===== src/rtl/bcp_pkg.sv =====
package bcp_pkg;
    localparam int NUM_DOM   = 4;
    localparam int MASK_BASE = 4;

    typedef enum logic [1:0] {
        DOM_CORE = 2'd0,
        DOM_FAST = 2'd1,
        DOM_PERA = 2'd2,
        DOM_PERB = 2'd3
    } dom_e;

    typedef enum logic {
        UPD_IDLE = 1'b0,
        UPD_WAIT = 1'b1
    } upd_state_e;
endpackage


===== src/rtl/bcp_sel_ctrl.sv =====
module bcp_sel_ctrl
    import bcp_pkg::*;
#(
    parameter  int SEL_W     = 3,
    parameter  int ADDR_W    = 3,
    parameter  int DATA_W    = 16,
    localparam int FLD_W     = SEL_W + 1,
    localparam int WORD_W    = NUM_DOM * FLD_W,
    localparam int MAX_SHIFT = 1 << SEL_W,
    localparam int SH_W      = $clog2(MAX_SHIFT + 1)
) (
    input  logic                             clk,
    input  logic                             rst_n,
    input  logic                             wr_en,
    input  logic [ADDR_W-1:0]                wr_addr,
    input  logic [WORD_W-1:0]                sel_word,
    input  logic                             at_wrap,
    output logic [NUM_DOM-1:0][SH_W-1:0]     act_shift,
    output logic                             cfg_err
);
    upd_state_e                      state_q, state_d;
    logic [NUM_DOM-1:0][SH_W-1:0]    req_shift;
    logic [NUM_DOM-1:0][SH_W-1:0]    pend_q;
    logic                            sel_wr, order_ok, accept, apply;

    assign sel_wr = wr_en && (wr_addr == '0);

    // decode each domain's field into a shift amount
    always_comb begin
        for (int d = 0; d < NUM_DOM; d++) begin
            if (sel_word[d*FLD_W + SEL_W])
                req_shift[d] = SH_W'(sel_word[d*FLD_W +: SEL_W]) + SH_W'(1);
            else
                req_shift[d] = '0;
        end
    end

    // no child domain may run faster than its parent
    assign order_ok = (req_shift[int'(DOM_CORE)] <= req_shift[int'(DOM_FAST)]) &&
                      (req_shift[int'(DOM_FAST)] <= req_shift[int'(DOM_PERA)]) &&
                      (req_shift[int'(DOM_FAST)] <= req_shift[int'(DOM_PERB)]);
    assign accept   = sel_wr && order_ok;

    // next-state and output decode
    always_comb begin
        state_d = state_q;
        apply   = 1'b0;
        unique case (state_q)
            UPD_IDLE: begin
                if (accept) state_d = UPD_WAIT;           // ACCEPT
            end
            UPD_WAIT: begin
                apply = at_wrap;
                if (at_wrap && !accept) state_d = UPD_IDLE; // APPLY
                // otherwise RELOAD or keep waiting
            end
            default: state_d = UPD_IDLE;
        endcase
    end

    // state register
    always_ff @(posedge clk or negedge rst_n) begin
        if (!rst_n) state_q <= UPD_IDLE;
        else        state_q <= state_d;
    end

    // pending, active and error registers
    always_ff @(posedge clk or negedge rst_n) begin
        if (!rst_n) begin
            pend_q    <= '0;
            act_shift <= '0;
            cfg_err   <= 1'b0;
        end else begin
            if (apply)  act_shift <= pend_q;
            if (accept) pend_q    <= req_shift;
            if (sel_wr) cfg_err   <= !order_ok;
        end
    end
endmodule


===== src/rtl/bcp_phase_gen.sv =====
module bcp_phase_gen
    import bcp_pkg::*;
#(
    parameter  int SEL_W     = 3,
    localparam int MAX_SHIFT = 1 << SEL_W,
    localparam int CNT_W     = MAX_SHIFT,
    localparam int SH_W      = $clog2(MAX_SHIFT + 1)
) (
    input  logic                         clk,
    input  logic                         rst_n,
    input  logic [NUM_DOM-1:0][SH_W-1:0] act_shift,
    output logic [NUM_DOM-1:0]           dom_stb,
    output logic                         at_wrap
);
    logic [CNT_W-1:0] cnt_q;
    logic [CNT_W-1:0] all_ones;

    assign all_ones = '1;
    assign at_wrap  = &cnt_q;

    always_ff @(posedge clk or negedge rst_n) begin
        if (!rst_n) cnt_q <= '0;
        else        cnt_q <= cnt_q + CNT_W'(1);
    end

    for (genvar d = 0; d < NUM_DOM; d++) begin : g_dom
        logic [CNT_W-1:0] low_mask;
        assign low_mask   = ~(all_ones << act_shift[d]);
        assign dom_stb[d] = ~|(cnt_q & low_mask);
    end
endmodule


===== src/rtl/bcp_mod_gate.sv =====
module bcp_mod_gate
    import bcp_pkg::*;
#(
    parameter  int NUM_MOD = 8,
    parameter  int ADDR_W  = 3,
    localparam int IDX_W   = $clog2(NUM_MOD)
) (
    input  logic                        clk,
    input  logic                        rst_n,
    input  logic                        wr_en,
    input  logic [ADDR_W-1:0]           wr_addr,
    input  logic [IDX_W-1:0]            bit_idx,
    input  logic                        bit_val,
    input  logic [NUM_DOM-1:0]          dom_stb,
    output logic [NUM_DOM*NUM_MOD-1:0]  mod_en
);
    for (genvar d = 0; d < NUM_DOM; d++) begin : g_dom
        logic [NUM_MOD-1:0] mask_q;
        logic               hit;

        assign hit = wr_en && (wr_addr == ADDR_W'(MASK_BASE + d));

        always_ff @(posedge clk or negedge rst_n) begin
            if (!rst_n)   mask_q          <= '1;
            else if (hit) mask_q[bit_idx] <= bit_val;
        end

        assign mod_en[d*NUM_MOD +: NUM_MOD] = mask_q & {NUM_MOD{dom_stb[d]}};
    end
endmodule


===== src/rtl/bus_clk_prescaler.sv =====
module bus_clk_prescaler
    import bcp_pkg::*;
#(
    parameter  int SEL_W     = 3,
    parameter  int NUM_MOD   = 8,
    parameter  int ADDR_W    = 3,
    parameter  int DATA_W    = 16,
    localparam int FLD_W     = SEL_W + 1,
    localparam int WORD_W    = NUM_DOM * FLD_W,
    localparam int MAX_SHIFT = 1 << SEL_W,
    localparam int SH_W      = $clog2(MAX_SHIFT + 1),
    localparam int IDX_W     = $clog2(NUM_MOD)
) (
    input  logic                        clk,
    input  logic                        rst_n,
    input  logic                        wr_en,
    input  logic [ADDR_W-1:0]           wr_addr,
    input  logic [DATA_W-1:0]           wr_data,
    output logic [NUM_DOM-1:0]          dom_stb,
    output logic [NUM_DOM*NUM_MOD-1:0]  mod_en,
    output logic                        cfg_err
);
    logic [NUM_DOM-1:0][SH_W-1:0] act_shift;
    logic                         at_wrap;

    bcp_sel_ctrl #(
        .SEL_W (SEL_W),
        .ADDR_W(ADDR_W),
        .DATA_W(DATA_W)
    ) u_sel (
        .clk      (clk),
        .rst_n    (rst_n),
        .wr_en    (wr_en),
        .wr_addr  (wr_addr),
        .sel_word (wr_data[WORD_W-1:0]),
        .at_wrap  (at_wrap),
        .act_shift(act_shift),
        .cfg_err  (cfg_err)
    );

    bcp_phase_gen #(
        .SEL_W(SEL_W)
    ) u_phase (
        .clk      (clk),
        .rst_n    (rst_n),
        .act_shift(act_shift),
        .dom_stb  (dom_stb),
        .at_wrap  (at_wrap)
    );

    bcp_mod_gate #(
        .NUM_MOD(NUM_MOD),
        .ADDR_W (ADDR_W)
    ) u_gate (
        .clk    (clk),
        .rst_n  (rst_n),
        .wr_en  (wr_en),
        .wr_addr(wr_addr),
        .bit_idx(wr_data[IDX_W-1:0]),
        .bit_val(wr_data[DATA_W-1]),
        .dom_stb(dom_stb),
        .mod_en (mod_en)
    );
endmodule


===== config.mk =====
export PLATFORM = sky130hd
export DESIGN_NAME = bus_clk_prescaler
export DESIGN_NICKNAME = d
export VERILOG_FILES = /design/src/rtl/bcp_pkg.sv /design/src/rtl/bcp_sel_ctrl.sv /design/src/rtl/bcp_phase_gen.sv /design/src/rtl/bcp_mod_gate.sv /design/src/rtl/bus_clk_prescaler.sv
export SDC_FILE = /design/constraint.sdc
export NUM_CORES = 1
export LEC_CHECK = 0
export BUFFER_PORTS_ARGS = -buffer_cell sky130_fd_sc_hd__buf_4
export CAP_MARGIN = 20
export CORE_MARGIN = 4
export CORE_UTILIZATION = 32
export DETAILED_ROUTE_END_ITERATION = 8
export PLACE_DENSITY = 0.58
export REMOVE_ABC_BUFFERS = 1
export SETUP_SLACK_MARGIN = 0.2
export SYNTH_ARGS = -nofsm -noshare
export SYNTH_HDL_FRONTEND = slang
export SYNTH_HIERARCHICAL = 1
export SYNTH_SLANG_ARGS = --single-unit

===== constraint.sdc =====
create_clock -name clk -period 3.3 [get_ports clk]
set_input_delay 0.495 -clock clk [delete_from_list [all_inputs] [get_ports clk]]
set_output_delay 0.495 -clock clk [all_outputs]
set_load 0.01 [all_outputs]

==> results.md <==
- Worst Max-Slew Pin Slew: 0.946 ns
- Fmax: 375 MHz
- Worst EP arrival: 2.17 ns
- Vias per inst: 4.80
- Area growth, synth to finish: 22.1%
- Area share of and/or/nand/nor cells after synthesis: 20.3%
- Setup_tns: 0 ns
- Busiest layer in global routing: met2
- Peak VDD IR: 0.212 mV
- Synthesized netlist cell count: 376
- Distinct cell type count after synthesis: 48
- First-pass GRT wire length: 15300 um
- Min Tclk post-route: 2.66 ns
- Slew Viols, Final: 0
- Post-route DRC: 0
- Hold Buf Count CTS: 0
- Met3 Use GR: 2.00%
- Fraction of registers with async set/reset: 100%
- Post-synth EDFFs: 0
- Synth Area in XOR/XNOR: 2.11%
- CTS tree: yes
- Leak: 2.29 nW
- Main synth FF type: dfrtp_1
- Pre-Repair DR Iteration Count: 4
- Dpl hpwl: 6690 um
- Max cap viols: 0
- Met2 GRT Util: 19.9%
- Pwr Density: 502 nW/um2
- I/O pins: 59
- Final setup viols: 0
- Die W: 122 um
- Grt total ovfl: 0
- M1 GR Usage: 18.5%
- Worst Path Required: 2.80 ns
- Clock skew: 0.00824 ns
- CTS H-Tree Depth: 3
- Die Area: 14900 um2
- # resized after CTS: 0
- Largest family of logic cells by synthesized area: simple AND/OR/NAND/NOR gates
- Nets@finish: 479
- Die height: 122 um
- Pin count of the biggest net entering global routing: 75
- #FFs+latches synth: 74
- Total number of vias: 2964
- Synth Area in Compound Gates: 7.59%
- Adder-cell area share of the yosys netlist: 5.12%
- Status: complete, no violations
- CP endpoint kind: output pin
- CTS Buffer Depth: 2
- Row Count: 41
- Core ar.: 12700 um2
- Worst min path class: input pin to async pin
- Initial antenna violation count: 0
- Tot GR Track Use: 13.1%
- Period Utilization, post-route: 80.7%
- Share of cells above drive strength 1: 33.7%
- Final WS setup: 0.635 ns
- Crit path max fanout: 9
- Final ANT Viol Nets: 0
- Place WS: 0.448 ns
- RSZ-0062 raised after global routing: no
- CTS clock-pin slew for the worst setup and hold paths: 0.06 ns
- Critical path class: flop to output pin
- Post-CTS Repair Setup Buffers: 0
- Starting Density: 32.8%
- Initial drt markers: 96
- Endpoints failing hold: 0
- Placer Congestion: 0.749
- Clock sink count: 74
- Number of I/O port buffers: 58
- Mean Syn Cell Area: 11.0 um2
- Relative slew slack: 37.0%
- Clock latency on the worst-skew pair: 0.33 ns
- CTS Root Buffer Type: clkbuf_16
- Total inserted antenna cells: 0
- YS warnings: 6
- Sequential area share after synthesis: 45.5%
- Final total power: 0.00255 W
- Wire per inst: 15.1 um
- Startpoint Class: flop
- Total routed wirelength: 9330 um
- Cell area after synthesis: 4150 um2
- Vias in the first global route: 2978
- Fill cells: 1232
- Mux share of post-synthesis cell area: 16.3%
- Num CTS Buffers: 9
layout by cell type (no fill, tap or decap), types with 4 or more instances in the layout:
master,n
xor2_1,5
ha_1,17
dfrtp_1,42
nor3_1,7
nand3_1,4
o211ai_1,4
mux2_2,16
buf_4,63
o21ai_0,13
nand3b_1,6
mux2_4,12
mux2_1,22
o22ai_1,4
inv_1,17
xnor2_1,5
mux2i_1,7
nand2_1,33
and2_1,36
nor2_1,21
dfstp_2,32
a21oi_1,17
nor2b_1,4
clkbuf_16,9
nand4_1,10
power by group:
| group | total [W] | switching [W] | internal, W |
|---|---|---|---|
| Combinational | 0.000446 | 0.000211 | 0.000235 |
| Clock | 0.000962 | 0.000380 | 0.000582 |
| Sequential | 0.00114 | 0.0000589 | 0.00108 |
synth_stat cells (2+ instances only):
library cell   n  area share (%)
mux2_1        22             6.0
o22ai_1        4            0.60
o21ai_0       13             1.6
buf_6          3            0.81
and4_1         3            0.63
nand2b_1       2            0.30
xor2_1         5             1.1
dfstp_2       32              20
nand2_1       33             3.0
mux2_4        12             4.3
nand4b_1       2            0.42
nand3_1        4            0.48
nor2b_1        4            0.60
o211ai_1       4            0.72
nand4_1       10             1.5
and2_1        36             5.4
nor2_1        21             1.9
ha_1          17             5.1
dfrtp_1       42              25
xnor2_1        5             1.1
nor3_1         7            0.84
a211oi_2       3            0.90
inv_1         17             1.5
nor4_1         3            0.45
and4b_1        2            0.48
mux2_2        16             4.3
nor3b_2        3            0.90
mux2i_1        7             1.7
nand3b_1       6             1.1
a21oi_1       17             2.0
clkbuf_1       4            0.36
layer usage:
layer	share of wire, %	routed length [um]	vias up
met5	0	0	-
met4	1.6	152	0
met3	3.2	299	11
met2	46	4330	56
met1	49	4540	1438
li1	-	-	1459
flip-flops by register name (all words and copies together) (netlist names):
| register | count |
|---|---|
| u_sel/cfg_err | 1 |
| u_sel/state_q | 1 |
| u_phase/cnt_q | 8 |
| u_sel/act_shift | 16 |
| u_gate/g_dom.mask_q | 32 |
| u_sel/pend_q | 16 |
worst max-delay path, cell delays in order, from the launching register on:
cell	delay, ns
dfrtp_1	0.50
nor3_4	0.32
o211ai_1	0.16
a211oi_2	0.51
and2_1	0.22
buf_4	0.12
cells by family (layout without fill, tap and decap cells):
kind of cell / Yosys count / count (layout)
and+or+nand+nor: 144 / 144
DFF: 74 / 74
muxes: 57 / 57
AOI/OAI and AO/OA: 47 / 47
buffers and inverters: 27 / 96
adders and majority gates: 17 / 17
xor gates and xnor gates: 10 / 10
metrics by stage:
stage,cell area [um2],instances,hold slack (ns),utilization (%)
global placement,4780,601,0.462,37.7
detailed placement,4780,601,0.469,37.7
global route,5070,617,0.412,40.0
CTS,5070,617,0.341,40.0
floorplan,4090,366,0.199,-
finish,5070,617,0.335,40.0
cell type report:
class                           count  area [um2]  area share [%]
Clock buffer                        9         225            4.44
Clock inverter                      7        68.8            1.36
Inverter                           17        63.8            1.26
Multi-Input combinational cell    275        2140            42.1
Sequential cell                    74        1890            37.3
Tap cell                          172         215            4.24
Timing Repair Buffer               63         473            9.32
path summary, 6_finish.rpt:
check	startpoint	endpoint	slack (ns)	depth (start not counted)
max in group asynchronous	rst_n	u_sel/act_shift[5]	2.38	1
worst max register to register	u_phase/cnt_q[0]	u_sel/act_shift[3]	0.89	6
worst max-delay path	u_phase/cnt_q[4]	mod_en[14]	0.64	5
worst min register to register	u_sel/state_q	u_sel/state_q	0.48	1
min in group clk	u_sel/state_q	u_sel/state_q	0.48	1
worst min-delay path	rst_n	u_sel/pend_q[0]	0.34	1
(Power assumes the default switching activity.)
